`src/rtl/msg_match_pkg.sv`:
```
package msg_match_pkg;

    localparam int PID_W = 4;
    localparam int TAG_W = 4;
    localparam int HDL_W = 8;

    typedef logic [PID_W-1:0] pid_t;
    typedef logic [TAG_W-1:0] tag_t;
    typedef logic [HDL_W-1:0] hdl_t;

    typedef struct packed {
        pid_t src;
        pid_t dst;
        tag_t tag;
        hdl_t hdl;
    } snd_desc_t;

    typedef struct packed {
        pid_t owner;
        pid_t src;
        logic src_any;
        tag_t tag;
        logic tag_any;
        hdl_t hdl;
    } rcv_desc_t;

    typedef struct packed {
        pid_t src;
        pid_t dst;
        tag_t tag;
        hdl_t snd_hdl;
        hdl_t rcv_hdl;
    } match_evt_t;

    // Compatibility rule: owner must be the addressee, source and tag
    // must agree unless the receive waives them.
    function automatic logic pair_ok(input snd_desc_t s, input rcv_desc_t r);
        return (s.dst == r.owner) &&
               (r.src_any || (s.src == r.src)) &&
               (r.tag_any || (s.tag == r.tag));
    endfunction

    function automatic match_evt_t join_pair(input snd_desc_t s, input rcv_desc_t r);
        match_evt_t e;
        e.src     = s.src;
        e.dst     = s.dst;
        e.tag     = s.tag;
        e.snd_hdl = s.hdl;
        e.rcv_hdl = r.hdl;
        return e;
    endfunction

endpackage

```
`src/rtl/mm_first_hit.sv`:
```
module mm_first_hit #(
    parameter  int N  = 4,
    localparam int IW = (N > 1) ? $clog2(N) : 1
) (
    input  logic [N-1:0]  req,
    output logic          hit,
    output logic [IW-1:0] idx
);

    // Lowest index wins: index 0 holds the oldest entry.
    always_comb begin
        hit = |req;
        idx = '0;
        for (int i = N - 1; i >= 0; i--) begin
            if (req[i]) idx = IW'(i);
        end
    end

endmodule

```
`src/rtl/mm_rcv_scan.sv`:
```
module mm_rcv_scan
    import msg_match_pkg::*;
#(
    parameter  int DEPTH = 4,
    localparam int CW    = $clog2(DEPTH + 1),
    localparam int IW    = (DEPTH > 1) ? $clog2(DEPTH) : 1
) (
    input  snd_desc_t               probe,
    input  rcv_desc_t [DEPTH-1:0]   tab,
    input  logic      [CW-1:0]      cnt,
    output logic                    hit,
    output logic      [IW-1:0]      idx
);

    logic [DEPTH-1:0] hv;

    for (genvar g = 0; g < DEPTH; g++) begin : g_cmp
        assign hv[g] = (CW'(g) < cnt) && pair_ok(probe, tab[g]);
    end

    mm_first_hit #(.N(DEPTH)) u_pick (
        .req (hv),
        .hit (hit),
        .idx (idx)
    );

endmodule

```
`src/rtl/mm_snd_scan.sv`:
```
module mm_snd_scan
    import msg_match_pkg::*;
#(
    parameter  int DEPTH = 4,
    localparam int CW    = $clog2(DEPTH + 1),
    localparam int IW    = (DEPTH > 1) ? $clog2(DEPTH) : 1
) (
    input  rcv_desc_t               probe,
    input  snd_desc_t [DEPTH-1:0]   tab,
    input  logic      [CW-1:0]      cnt,
    output logic                    hit,
    output logic      [IW-1:0]      idx
);

    logic [DEPTH-1:0] hv;

    for (genvar g = 0; g < DEPTH; g++) begin : g_cmp
        assign hv[g] = (CW'(g) < cnt) && pair_ok(tab[g], probe);
    end

    mm_first_hit #(.N(DEPTH)) u_pick (
        .req (hv),
        .hit (hit),
        .idx (idx)
    );

endmodule

```
`src/rtl/msg_matcher.sv`:
```
module msg_matcher
    import msg_match_pkg::*;
#(
    parameter int SEND_DEPTH = 4,
    parameter int RECV_DEPTH = 4
) (
    input  logic             clk,
    input  logic             rst,
    input  logic             snd_valid,
    output logic             snd_ready,
    input  logic [PID_W-1:0] snd_src,
    input  logic [PID_W-1:0] snd_dst,
    input  logic [TAG_W-1:0] snd_tag,
    input  logic [HDL_W-1:0] snd_hdl,
    input  logic             rcv_valid,
    output logic             rcv_ready,
    input  logic [PID_W-1:0] rcv_owner,
    input  logic [PID_W-1:0] rcv_src,
    input  logic             rcv_src_any,
    input  logic [TAG_W-1:0] rcv_tag,
    input  logic             rcv_tag_any,
    input  logic [HDL_W-1:0] rcv_hdl,
    output logic             ms_valid,
    output logic [PID_W-1:0] ms_src,
    output logic [PID_W-1:0] ms_dst,
    output logic [TAG_W-1:0] ms_tag,
    output logic [HDL_W-1:0] ms_snd_hdl,
    output logic [HDL_W-1:0] ms_rcv_hdl,
    output logic             mr_valid,
    output logic [PID_W-1:0] mr_src,
    output logic [PID_W-1:0] mr_dst,
    output logic [TAG_W-1:0] mr_tag,
    output logic [HDL_W-1:0] mr_snd_hdl,
    output logic [HDL_W-1:0] mr_rcv_hdl
);

    localparam int SCW = $clog2(SEND_DEPTH + 1);
    localparam int SIW = (SEND_DEPTH > 1) ? $clog2(SEND_DEPTH) : 1;
    localparam int RCW = $clog2(RECV_DEPTH + 1);
    localparam int RIW = (RECV_DEPTH > 1) ? $clog2(RECV_DEPTH) : 1;

    typedef snd_desc_t [SEND_DEPTH-1:0] snd_tab_t;
    typedef rcv_desc_t [RECV_DEPTH-1:0] rcv_tab_t;

    // Age-ordered tables: entry 0 is the oldest, entries at or above
    // the count are empty.
    snd_tab_t         s_tab_q;
    rcv_tab_t         r_tab_q;
    logic [SCW-1:0]   s_cnt_q;
    logic [RCW-1:0]   r_cnt_q;

    match_evt_t       ms_evt_q, mr_evt_q;
    logic             ms_v_q, mr_v_q;

    // ---------------- table edit helpers ----------------
    function automatic snd_tab_t snd_drop(input snd_tab_t t, input logic [SIW-1:0] k);
        for (int i = 0; i < SEND_DEPTH - 1; i++) begin
            if (i >= int'(k)) t[i] = t[i+1];
        end
        t[SEND_DEPTH-1] = '0;
        return t;
    endfunction

    function automatic snd_tab_t snd_put(input snd_tab_t t, input logic [SCW-1:0] c,
                                         input snd_desc_t d);
        for (int i = 0; i < SEND_DEPTH; i++) begin
            if (SCW'(i) == c) t[i] = d;
        end
        return t;
    endfunction

    function automatic rcv_tab_t rcv_drop(input rcv_tab_t t, input logic [RIW-1:0] k);
        for (int i = 0; i < RECV_DEPTH - 1; i++) begin
            if (i >= int'(k)) t[i] = t[i+1];
        end
        t[RECV_DEPTH-1] = '0;
        return t;
    endfunction

    function automatic rcv_tab_t rcv_put(input rcv_tab_t t, input logic [RCW-1:0] c,
                                         input rcv_desc_t d);
        for (int i = 0; i < RECV_DEPTH; i++) begin
            if (RCW'(i) == c) t[i] = d;
        end
        return t;
    endfunction

    // ---------------- request capture ----------------
    snd_desc_t snd_in;
    rcv_desc_t rcv_in;
    logic      snd_fire, rcv_fire;

    always_comb begin
        snd_in.src     = snd_src;
        snd_in.dst     = snd_dst;
        snd_in.tag     = snd_tag;
        snd_in.hdl     = snd_hdl;
        rcv_in.owner   = rcv_owner;
        rcv_in.src     = rcv_src;
        rcv_in.src_any = rcv_src_any;
        rcv_in.tag     = rcv_tag;
        rcv_in.tag_any = rcv_tag_any;
        rcv_in.hdl     = rcv_hdl;
    end

    assign snd_ready = (s_cnt_q != SCW'(SEND_DEPTH));
    assign rcv_ready = (r_cnt_q != RCW'(RECV_DEPTH));
    assign snd_fire  = snd_valid && snd_ready;
    assign rcv_fire  = rcv_valid && rcv_ready;

    // ---------------- stage A: new send against waiting receives ----------------
    logic             a_hit;
    logic [RIW-1:0]   a_idx;
    snd_tab_t         s_tab_a;
    rcv_tab_t         r_tab_a;
    logic [SCW-1:0]   s_cnt_a;
    logic [RCW-1:0]   r_cnt_a;
    match_evt_t       ev_s;
    logic             ev_s_v;

    mm_rcv_scan #(.DEPTH(RECV_DEPTH)) u_scan_a (
        .probe (snd_in),
        .tab   (r_tab_q),
        .cnt   (r_cnt_q),
        .hit   (a_hit),
        .idx   (a_idx)
    );

    always_comb begin
        s_tab_a = s_tab_q;
        s_cnt_a = s_cnt_q;
        r_tab_a = r_tab_q;
        r_cnt_a = r_cnt_q;
        ev_s    = '0;
        ev_s_v  = 1'b0;
        if (snd_fire) begin
            if (a_hit) begin
                ev_s_v  = 1'b1;
                ev_s    = join_pair(snd_in, r_tab_q[a_idx]);
                r_tab_a = rcv_drop(r_tab_q, a_idx);
                r_cnt_a = r_cnt_q - RCW'(1);
            end else begin
                s_tab_a = snd_put(s_tab_q, s_cnt_q, snd_in);
                s_cnt_a = s_cnt_q + SCW'(1);
            end
        end
    end

    // ---------------- stage B: new receive against updated send table ----------------
    logic             b_hit;
    logic [SIW-1:0]   b_idx;
    snd_tab_t         s_tab_n;
    rcv_tab_t         r_tab_n;
    logic [SCW-1:0]   s_cnt_n;
    logic [RCW-1:0]   r_cnt_n;
    match_evt_t       ev_r;
    logic             ev_r_v;

    mm_snd_scan #(.DEPTH(SEND_DEPTH)) u_scan_b (
        .probe (rcv_in),
        .tab   (s_tab_a),
        .cnt   (s_cnt_a),
        .hit   (b_hit),
        .idx   (b_idx)
    );

    always_comb begin
        s_tab_n = s_tab_a;
        s_cnt_n = s_cnt_a;
        r_tab_n = r_tab_a;
        r_cnt_n = r_cnt_a;
        ev_r    = '0;
        ev_r_v  = 1'b0;
        if (rcv_fire) begin
            if (b_hit) begin
                ev_r_v  = 1'b1;
                ev_r    = join_pair(s_tab_a[b_idx], rcv_in);
                s_tab_n = snd_drop(s_tab_a, b_idx);
                s_cnt_n = s_cnt_a - SCW'(1);
            end else begin
                r_tab_n = rcv_put(r_tab_a, r_cnt_a, rcv_in);
                r_cnt_n = r_cnt_a + RCW'(1);
            end
        end
    end

    // ---------------- state ----------------
    always_ff @(posedge clk) begin
        if (rst) begin
            s_tab_q  <= '0;
            r_tab_q  <= '0;
            s_cnt_q  <= '0;
            r_cnt_q  <= '0;
            ms_evt_q <= '0;
            mr_evt_q <= '0;
            ms_v_q   <= 1'b0;
            mr_v_q   <= 1'b0;
        end else begin
            s_tab_q  <= s_tab_n;
            r_tab_q  <= r_tab_n;
            s_cnt_q  <= s_cnt_n;
            r_cnt_q  <= r_cnt_n;
            ms_evt_q <= ev_s;
            mr_evt_q <= ev_r;
            ms_v_q   <= ev_s_v;
            mr_v_q   <= ev_r_v;
        end
    end

    assign ms_valid   = ms_v_q;
    assign ms_src     = ms_evt_q.src;
    assign ms_dst     = ms_evt_q.dst;
    assign ms_tag     = ms_evt_q.tag;
    assign ms_snd_hdl = ms_evt_q.snd_hdl;
    assign ms_rcv_hdl = ms_evt_q.rcv_hdl;
    assign mr_valid   = mr_v_q;
    assign mr_src     = mr_evt_q.src;
    assign mr_dst     = mr_evt_q.dst;
    assign mr_tag     = mr_evt_q.tag;
    assign mr_snd_hdl = mr_evt_q.snd_hdl;
    assign mr_rcv_hdl = mr_evt_q.rcv_hdl;

endmodule

```
`config.mk`:
```
export PLATFORM = sky130hd
export DESIGN_NAME = msg_matcher
export DESIGN_NICKNAME = d
export VERILOG_FILES = /design/src/rtl/msg_match_pkg.sv /design/src/rtl/mm_first_hit.sv /design/src/rtl/mm_rcv_scan.sv /design/src/rtl/mm_snd_scan.sv /design/src/rtl/msg_matcher.sv
export SDC_FILE = /design/constraint.sdc
export NUM_CORES = 1
export LEC_CHECK = 0
export CORE_AREA = 5 5 185 143
export CTS_CLUSTER_SIZE = 24
export DETAILED_ROUTE_END_ITERATION = 10
export DIE_AREA = 0 0 190 148
export PLACE_DENSITY = 0.71
export SLEW_MARGIN = 5
export SYNTH_ARGS = -nofsm -noshare
export SYNTH_HDL_FRONTEND = slang
export SYNTH_SLANG_ARGS = --single-unit
```
`constraint.sdc`:
```
create_clock -name clk -period 11.94 [get_ports clk]
set_clock_uncertainty 0.15 [all_clocks]
set_input_delay 1.791 -clock clk [delete_from_list [all_inputs] [get_ports clk]]
set_output_delay 1.791 -clock clk [all_outputs]
set_load 0.01 [all_outputs]
```
==> run_results.csv, run 1 <==
group,metric,value,unit
global_routing,grt_pass1_wl,58.06,mm
worst_setup_path,path_max_fanout,40,
floorplanning,pin_count,106,
synthesis,synth_nets,1483,
worst_hold_path,min_path_type,"reg2reg",
clock_network,cts_max_level,1,
clock_network,cts_root_buf,"clkbuf_16",
worst_setup_path,crit_path_end_kind,"flop",
synthesis,synth_top_area_share,37.90,%
worst_setup_path,start_kind,"primary input",
timing,tightestPinTransition,1.280,ns
timing,fin_crit_sh,67.51,%
route,postRouteAntennaNets,0,
synthesis,synth.area.top_cells,"dfxtp_1 (38%), mux2i_1 (8.6%), nor2_1 (6.7%)",
placement,portBuffers,105,
status,status,"completed",
clock_network,clk_path_buf_depth,3,
floorplanning,initial_core_util,50.09,%
timing,drv_slew,0,
synthesis,synthCells,1423,
timing,grt_setup_unrepaired,"false",
clock_network,cts_hold_buffers,0,
route,drc,0,
global_routing,antenna_found_initial,0,
clock_network,clock_latency,0.52,ns
clock_network,numCtsBuffers,24,
layout,utilization,58.04,%
power,power_density,141.8,nW/um2
synthesis,yosys.cell_types.count,75,
floorplanning,coreArea,24460,um2
synthesis,yosysTopAreaCell,"dfxtp_1",
clock_network,cts.clk_slew.worst_paths,0.06,ns
timing,min_period,8.060,ns
route,via_per_inst,6.004,
synthesis,synth_flop_cell,"dfxtp_1",
job,drv_cap,0,
route,firstDrtPassIters,5,
power,vdd.ir_drop.worst,99.33,uV
power,p_leak,5.604,nW
placement,dp_hpwl,25.31,mm
timing,hold_viol,0,
floorplanning,fp-row-count,50,
timing,max_freq,124.1,MHz
route,dr.first_iter.drc_count,1016,
layout,nNetsFinal,1513,
synthesis,synth_async_sr_flop_share,0,%
synthesis,syn_area_per_cell,8.611,um2
layout,diodes,0,
timing,tns,0,ns
timing,max-slew-margin-rel,14.45,%
global_routing,first_global_vias,10046,
placement,dpl.cell_count,1765,
worst_setup_path,path_class,"in2reg",
synthesis,yosysSeqAreaShare,37.90,%
clock_network,postCtsSetupRepairBufs,0,
route,via_count,10861,
placement,gp_congestion,0.9316,
clock_network,cts_tree,"built",
synthesis,yosysWarnings,0,
worst_setup_path,required,12.21,ns
worst_setup_path,critical_path_arrival,8.33,ns
synthesis,synth.ff_latch_count,232,
global_routing,grt_max_degree,88,
timing,setup_slack,3.880,ns
layout,syn_to_final_growth,15.86,%
synthesis,synth_edf_count,0,
floorplanning,die-area,28120,um2
route,routed_wl,37.17,mm
global_routing,gr-total-overflow,0,
route,wl_per_cell,20.55,um
clock_network,clock-sinks,232,
synthesis,syn-cell-area,12250,um2
floorplanning,die_width,190,um
layout,fin_cells,1809,
floorplanning,fp.dieH,148,um
clock_network,post_cts_resized,0,
layout,layout-drive-gt1-share,7.954,%
placement,post-place-ws,3.646,ns
global_routing,track_usage,25.58,%
timing,final-setup-viol-count,0,
## final cells by class
type / count / area [um2]
Sequential cell: 232 / 4644
Clock inverter: 11 / 207.7
Fill cell: 2172 / 10260
Timing Repair Buffer: 125 / 1199
Clock buffer: 33 / 685.7
Inverter: 36 / 135.1
Multi-Input combinational cell: 1034 / 6902
Tap cell: 338 / 422.9
## metrics by stage
step	instance area (um2)	total power [W]	hold WS, ns
floorplan	12250	0.001085	0.3073
global placement	13300	0.001167	0.3257
detailed placement	13300	0.001173	0.3239
CTS	14200	0.002017	0.3325
global route	14200	0.002092	0.3657
finish	14200	0.002013	0.3315
## path summary, 6_finish.rpt
kind	startpoint	end	slack, ns	depth (start not counted)
worst max register to register	r_cnt_q[1]	s_tab_q[42]	5.61	15
worst min-delay path	r_tab_q[73]	r_tab_q[73]	0.33	2
worst min register to register	r_tab_q[73]	r_tab_q[73]	0.33	2
worst max-delay path	snd_tag[1]	s_tab_q[42]	3.88	14
## cells in the final DEF, fill, tap and decap left out, types with 11 or more instances in the layout
master / Yosys / layout
buf_4: 15 / 21
nor3_1: 39 / 39
a2111oi_0: 17 / 17
a211oi_1: 105 / 105
o21ai_0: 33 / 33
clkdlybuf4s50_1: 0 / 104
or3_1: 12 / 12
mux2i_1: 105 / 105
clkbuf_16: 0 / 25
inv_1: 36 / 36
ha_1: 14 / 14
dfxtp_1: 232 / 232
nor2_1: 219 / 219
nand3_1: 50 / 50
a21oi_1: 77 / 77
xnor2_1: 63 / 63
nor2b_1: 22 / 22
xor2_1: 26 / 26
nand2_1: 63 / 63
a211oi_2: 11 / 11
o211ai_1: 12 / 12
and2_1: 19 / 19
mux2_2: 14 / 14
## critical path, stage by stage
cell and delay [ns]:
clkdlybuf4s50_1 0.77, xnor2_1 0.29, a41oi_1 0.38, nor4_1 0.20, nor4_4 0.28, buf_4 0.31
nand3_2 0.76, mux2i_1 0.69, mux2i_1 0.28, nand4_1 0.24, or4_1 0.82, a21oi_4 1.09
nor2_1 0.13, a211oi_1 0.26
## sequential cells by signal, indices dropped and copies added (netlist names)
register,count
ms_snd_hdl,8
ms_valid,1
mr_tag,4
ms_rcv_hdl,8
ms_dst,4
mr_snd_hdl,8
mr_valid,1
r_cnt_q,3
r_tab_q,88
mr_rcv_hdl,8
mr_dst,4
ms_tag,4
s_tab_q,80
s_cnt_q,3
ms_src,4
mr_src,4
## report_power, final
part / leakage [nW] / internal [W] / switching, W
logic: 3.29 / 0.000122 / 0.000193
registers: 1.88 / 0.000818 / 0.0000323
clock network: 0.436 / 0.000531 / 0.000316
total: 5.60 / 0.00147 / 0.000541
## Yosys cell counts (17+ instances only)
| cell type | n |
|---|---|
| xnor2_1 | 63 |
| a211oi_1 | 105 |
| mux2i_1 | 105 |
| nand3_1 | 50 |
| a2111oi_0 | 17 |
| dfxtp_1 | 232 |
| buf_2 | 28 |
| inv_1 | 36 |
| nor2_1 | 219 |
| and2_1 | 19 |
| nor2b_1 | 22 |
| a21oi_1 | 77 |
| clkbuf_1 | 67 |
| nand2_1 | 63 |
| nor3_1 | 39 |
| o21ai_0 | 33 |
| xor2_1 | 26 |
## kinds of logic after synthesis
| family | share of synthesized area, % |
|---|---|
| xor+xnor | 6.362 |
| compound gates | 20.48 |
| simple gates | 17.84 |
| mux | 10.18 |
| fa+ha+maj | 1.430 |
| flops | 37.90 |
| buf+inv | 5.800 |
## per-layer routing
layer  track usage, %  up-vias  share of wire [%]
met5                0        -                  0
met4            4.953        0                1.8
met3            5.925       51                9.7
met2            36.92      496                 41
met1            39.02     5182                 47
li1                 -     5132                  -
Note: power is estimated with default switching activity, not from simulation.
==> run 2: changes to the inputs <==
Settings changed: PLACE_DENSITY 0.71 to 0.74.
Clock period 11.94 ns to 7.3 ns, I/O delays scaled along.
==> run 2 against run 1 <==
  * First-iteration DRC count is 26% higher
  * Via count grew 1.4%
  * Routed wire length rose by 2.7%
  * Sequential share of layout area fell by 0.12 points
  * Register-to-register slack got worse by 3.7 ns
  * Critical endpoint is now s_tab_q[60]
  * Highest routed layer unchanged
==> run_results.csv, run 2 (synthesized netlist as in run 1, its figures left out) <==
group,metric,value,unit
status,status,"completed",
timing,tns,0,ns
timing,fin_crit_sh,85.84,%
route,drc,0,
clock_network,cts_tree,"built",
layout,nNetsFinal,1533,
worst_hold_path,hp-start,"r_tab_q[68]",
layout,multi_input_area,6902,um2
worst_setup_path,worstRegToRegCells,15,
layout,layout-drive-gt1-share,8.883,%
route,dr.first_iter.drc_count,1277,
clock_network,post_cts_resized,0,
route,firstDrtPassIters,5,
timing,tightestPinTransition,1.246,ns
clock_network,clock-sinks,232,
worst_setup_path,path_max_fanout,20,
timing,final-setup-viol-count,0,
global_routing,grt_use_met2,36.46,%
timing,hold_viol,0,
layout,fill_cells,2116,
worst_setup_path,start_kind,"primary input",
clock_network,cts_root_buf,"clkbuf_16",
worst_hold_path,worstHoldPathCells,2,
worst_setup_path,cp-startpoint,"snd_src[1]",
clock_network,postCtsSetupRepairBufs,0,
global_routing,antenna_found_initial,0,
worst_setup_path,path_class,"in2reg",
layout,utilization,58.25,%
global_routing,use_met3,6.280,%
layout,syn_to_final_growth,16.29,%
timing,max_freq,159.6,MHz
route,via_per_inst,6.039,
power,vdd.ir_drop.worst,167.5,uV
route,postRouteAntennaNets,0,
floorplanning,fp-row-count,50,
layout,final_common_cell,"dfxtp_1",
clock_network,clk_path_buf_depth,3,
floorplanning,fp.dieH,148,um
floorplanning,initial_core_util,50.09,%
route,routed_wl,38.20,mm
global_routing,top_usage_layer,"met1",
global_routing,grt_use_met1,40.67,%
worst_setup_path,cp-endpoint,"s_tab_q[60]",
layout,top_regs,"r_tab_q x88, s_tab_q x80",
layout,design_area,14250,um2
global_routing,track_usage,26.16,%
timing,grt_setup_unrepaired,"false",
floorplanning,coreArea,24460,um2
global_routing,first_global_vias,10183,
power,power_density,217.1,nW/um2
placement,dp_hpwl,26.03,mm
job,drv_cap,0,
clock_network,numCtsBuffers,25,
timing,min_period,6.266,ns
timing,max-slew-margin-rel,16.63,%
placement,placed_area,13520,um2
floorplanning,pin_count,106,
layout,regMostFlops,"r_tab_q",
global_routing,gr-total-overflow,0,
clock_network,cts.clk_slew.worst_paths,0.06,ns
floorplanning,die_width,190,um
layout,most-common-layout-cells,"dfxtp_1 (232), nor2_1 (219), mux2i_1 (105), a211oi_1 (105), clkdlybuf4s50_1 (104)",
route,wl_per_cell,20.94,um
worst_hold_path,min_path_type,"reg2reg",
power,p_leak,5.648,nW
worst_setup_path,r2r-start,"r_cnt_q[1]",
worst_setup_path,crit_path_end_kind,"flop",
layout,diodes,0,
placement,gp_congestion,0.9841,
clock_network,cts_hold_buffers,0,
clock_network,cts_max_level,1,
worst_setup_path,critical_path_arrival,6.58,ns
worst_setup_path,reg2reg_to,"s_tab_q[60]",
layout,regArea,4644,um2
global_routing,grt_max_degree,93,
timing,drv_slew,0,
layout,largest_register_ffs,88,
floorplanning,die-area,28120,um2
route,via_count,11015,
worst_setup_path,rrSetupSlack,1.91,ns
placement,portBuffers,105,
global_routing,grt_pass1_wl,59.11,mm
worst_setup_path,required,7.61,ns
clock_network,clock_latency,0.53,ns
[run 2: changes by cell type in the layout (fill, tap and decap cells not counted)]
cell        previous run  this run
clkinv_2               4         5
buf_12                 0         6
bufinv_16              6         0
clkinvlp_4             1         0
inv_6                  0         1
buf_4                 21        34
clkinv_4               0         1
[run 2: critical path: stages]
cell and delay (ns):
clkdlybuf4s50_1 0.72, xnor2_1 0.37, a41oi_1 0.17, nor4_1 0.70
or4_1 0.70, nor3_1 0.15, or4b_1 0.53, o2111ai_1 0.17
or3_1 0.47, o21ai_2 0.24, o31ai_1 0.72, nand2b_1 0.10
buf_4 0.27, nor2_1 0.14
[run 2: worst min path at each step]
| stage | to | slack (ns) |
|---|---|---|
| floorplan | s_tab_q[62] | 0.31 |
| global placement | r_tab_q[66] | 0.32 |
| detailed placement | r_tab_q[68] | 0.33 |
| CTS | r_tab_q[68] | 0.33 |
| global route | r_tab_q[68] | 0.36 |
| finish | r_tab_q[68] | 0.34 |
[run 2: layout make-up]
| cell class | instances | area share [%] |
|---|---|---|
| clock buffers | 33 | 4.812 |
| inverters | 36 | 0.9484 |
| repair buffers | 144 | 9.940 |
| multi-input cells | 1034 | 48.44 |
| flip-flops and latches | 232 | 32.60 |
| clock inverters | 7 | 0.2986 |
| well taps | 338 | 2.968 |
[run 2: metal layers]
metal	vias up	share of wire, %
li1	5184	-
met1	5226	46
met2	547	41
met3	58	11
met4	0	1.7
met5	-	0
[run 2: metrics by stage]
| stage | hold WS, ns | instances | total power (W) | setup slack, ns |
|---|---|---|---|---|
| floorplan | 0.3073 | 1423 | 0.001775 | 2.478 |
| finish | 0.3359 | 1824 | 0.003093 | 1.034 |
| global route | 0.3629 | 1824 | 0.003210 | 0.6348 |
| detailed placement | 0.3261 | 1784 | 0.001934 | 0.6958 |
| CTS | 0.3340 | 1824 | 0.003092 | 1.210 |
| global placement | 0.3237 | 1784 | 0.001920 | 0.7383 |
[run 2: where the power goes]
part | internal (W) | switching, W | total [W]
sequential | 0.00134 | 0.0000529 | 0.00139
combinational | 0.000209 | 0.000325 | 0.000534
clock | 0.000655 | 0.000513 | 0.00117
==> run 3: changes to the inputs <==
Settings changed: PLACE_DENSITY 0.74 to default, PLACE_DENSITY_LB_ADDON from default to 0.08, SLEW_MARGIN 5 to default.
==> run 3 against run 2 <==
  * Non-clock buffer count fell by 1
  * Fmax rose by 0.12%
  * Combinational power fell by 2%
  * Design area barely moved
  * Sequential share of layout area barely moved
  * Global-route usage rose by 0.79 points
  * Clock power rose by 5%
  * Critical path type unchanged
  * Routed wire length rose by 1.3%
  * First-iteration DRC count rose by 3.0%
  * Via count fell by 0.33%
  * Clock-buffer cell count rose by 8
==> run_results.csv, run 3 (synthesized netlist as in run 1, its figures left out) <==
group,metric,value,unit
status,status,"completed",
timing,fin_crit_sh,85.73,%
timing,tns,0,ns
worst_hold_path,min_path_type,"reg2reg",
worst_setup_path,path_cells,"clkdlybuf4s50_1 -> xnor2_1 -> a41oi_1 -> nor4_1 -> or4_1 -> nor3_1 -> or4b_1 -> o2111ai_1 -> or3_1 -> o21a_1 -> and4_1 -> nand2_1 -> a21oi_1",
timing,max-slew-margin-rel,28.10,%
worst_setup_path,required,7.59,ns
global_routing,track_usage,26.95,%
clock_network,cts_root_buf,"clkbuf_16",
layout,diodes,0,
timing,min_period,6.258,ns
worst_setup_path,r2r-start,"r_cnt_q[1]",
layout,regMostFlops,"r_tab_q",
worst_hold_path,worstHoldPathCells,2,
worst_hold_path,hp-start,"r_tab_q[67]",
layout,syn_to_final_growth,16.34,%
global_routing,gr-total-overflow,0,
timing,grt_setup_unrepaired,"false",
power,total_power,0.003145,W
worst_setup_path,worstRegToRegCells,14,
timing,final-setup-viol-count,0,
layout,layout-drive-gt1-share,8.938,%
placement,dp_hpwl,26.70,mm
floorplanning,initial_core_util,50.09,%
layout,top_regs,"r_tab_q x88, s_tab_q x80",
power,vdd.ir_drop.worst,157.0,uV
clock_network,cts_tree,"built",
clock_network,cts.clk_slew.worst_paths,0.06,ns
worst_setup_path,reg2reg_to,"r_tab_q[73]",
route,postRouteAntennaNets,0,
global_routing,grt_max_degree,69,
worst_setup_path,path_max_fanout,22,
floorplanning,die_width,190,um
route,via_count,10979,
floorplanning,fp-row-count,50,
clock_network,postCtsSetupRepairBufs,0,
worst_setup_path,crit_path_end_kind,"flop",
worst_setup_path,rrSetupSlack,1.90,ns
clock_network,cts_hold_buffers,0,
placement,portBuffers,105,
clock_network,clock-sinks,232,
clock_network,cts_max_level,1,
worst_setup_path,path_class,"in2reg",
timing,hold_viol,0,
timing,drv_slew,0,
route,via_per_inst,6.013,
layout,nNetsFinal,1531,
power,power_density,220.6,nW/um2
route,dr.first_iter.drc_count,1315,
layout,largest_register_ffs,88,
worst_setup_path,critical_path_arrival,6.55,ns
placement,gp_congestion,0.9472,
layout,final_common_cell,"dfxtp_1",
route,routed_wl,38.70,mm
floorplanning,coreArea,24460,um2
clock_network,clk_path_buf_depth,3,
layout,most-common-layout-cells,"dfxtp_1 (232), nor2_1 (219), mux2i_1 (105), a211oi_1 (105), clkdlybuf4s50_1 (104)",
route,firstDrtPassIters,5,
timing,tightestPinTransition,1.078,ns
worst_setup_path,cp_slowest_cell,"and4_1",
floorplanning,fp.dieH,148,um
global_routing,first_global_vias,10229,
global_routing,antenna_found_initial,0,
worst_hold_path,whs_endpoint,"r_tab_q[67]",
clock_network,numCtsBuffers,24,
power,p_leak,5.641,nW
floorplanning,die-area,28120,um2
job,drv_cap,0,
route,drc,0,
worst_setup_path,slowest_delay,0.88,ns
clock_network,clock_latency,0.53,ns
route,wl_per_cell,21.19,um
global_routing,grt_pass1_wl,60.23,mm
clock_network,post_cts_resized,0,
worst_setup_path,start_kind,"primary input",
floorplanning,pin_count,106,
timing,max_freq,159.8,MHz
run 3: cell types whose count changed in the layout (fill, tap and decap cells not counted), sizes merged:
| cell | before | now |
|---|---|---|
| clkinv | 6 | 1 |
| inv | 37 | 36 |
| clkinvlp | 0 | 1 |
| clkbuf | 33 | 41 |
| buf | 40 | 39 |
run 3: layer usage:
metal | track usage (%) | part of all wire (%)
met5 | 0 | 0
met4 | 5.821 | 1.9
met3 | 6.280 | 11
met2 | 37.49 | 39
met1 | 42.01 | 48
run 3: cell type report:
cell class / instances / area (um2)
fillers: 2193 / 10210
clock buffers: 41 / 764.5
clock inverters: 2 / 23.77
well taps: 338 / 422.9
multi-input cells: 1034 / 6905
repair buffers: 143 / 1359
inverters: 36 / 135.1
flip-flops and latches: 232 / 4644
run 3: how the worst max path moves through the flow:
stage / startpoint / end / slack [ns] / cells past startpoint
after detailed placement: snd_dst[1] / r_tab_q[73] / 0.68 / 13
after global placement: snd_dst[1] / r_tab_q[70] / 0.81 / 13
after floorplan: snd_dst[0] / s_tab_q[42] / 2.48 / 16
after global routing: snd_src[2] / r_tab_q[67] / 0.62 / 13
after CTS: snd_src[1] / r_tab_q[73] / 1.20 / 13
final: snd_src[1] / r_tab_q[73] / 1.04 / 13
run 3: metrics by stage:
stage | instances | cell area, um2 | utilization (%) | worst slack, ns | hold WS (ns)
final | 1826 | 14250 | 58.28 | 1.042 | 0.3380
after global routing | 1826 | 14250 | 58.28 | 0.6180 | 0.3626
after global placement | 1783 | 13470 | 55.05 | 0.8127 | 0.3226
after detailed placement | 1783 | 13470 | 55.05 | 0.6812 | 0.3292
after floorplan | 1423 | 12250 | - | 2.478 | 0.3073
after CTS | 1826 | 14250 | 58.28 | 1.199 | 0.3374
run 3: worst max-delay path, delay by kind of cell:
family	cells	cell delay (ns)
simple gates	7	3.45
buf+inv	1	0.74
xor+xnor	1	0.34
compound gates	4	0.89
run 3: report_power, final:
group | switching [W] | internal [W] | leakage, nW | total [W]
Sequential | 0.0000535 | 0.00134 | 1.88 | 0.00139
Combinational | 0.000319 | 0.000204 | 3.38 | 0.000523
Clock | 0.000520 | 0.000709 | 0.383 | 0.00123
Total | 0.000892 | 0.00225 | 5.64 | 0.00314
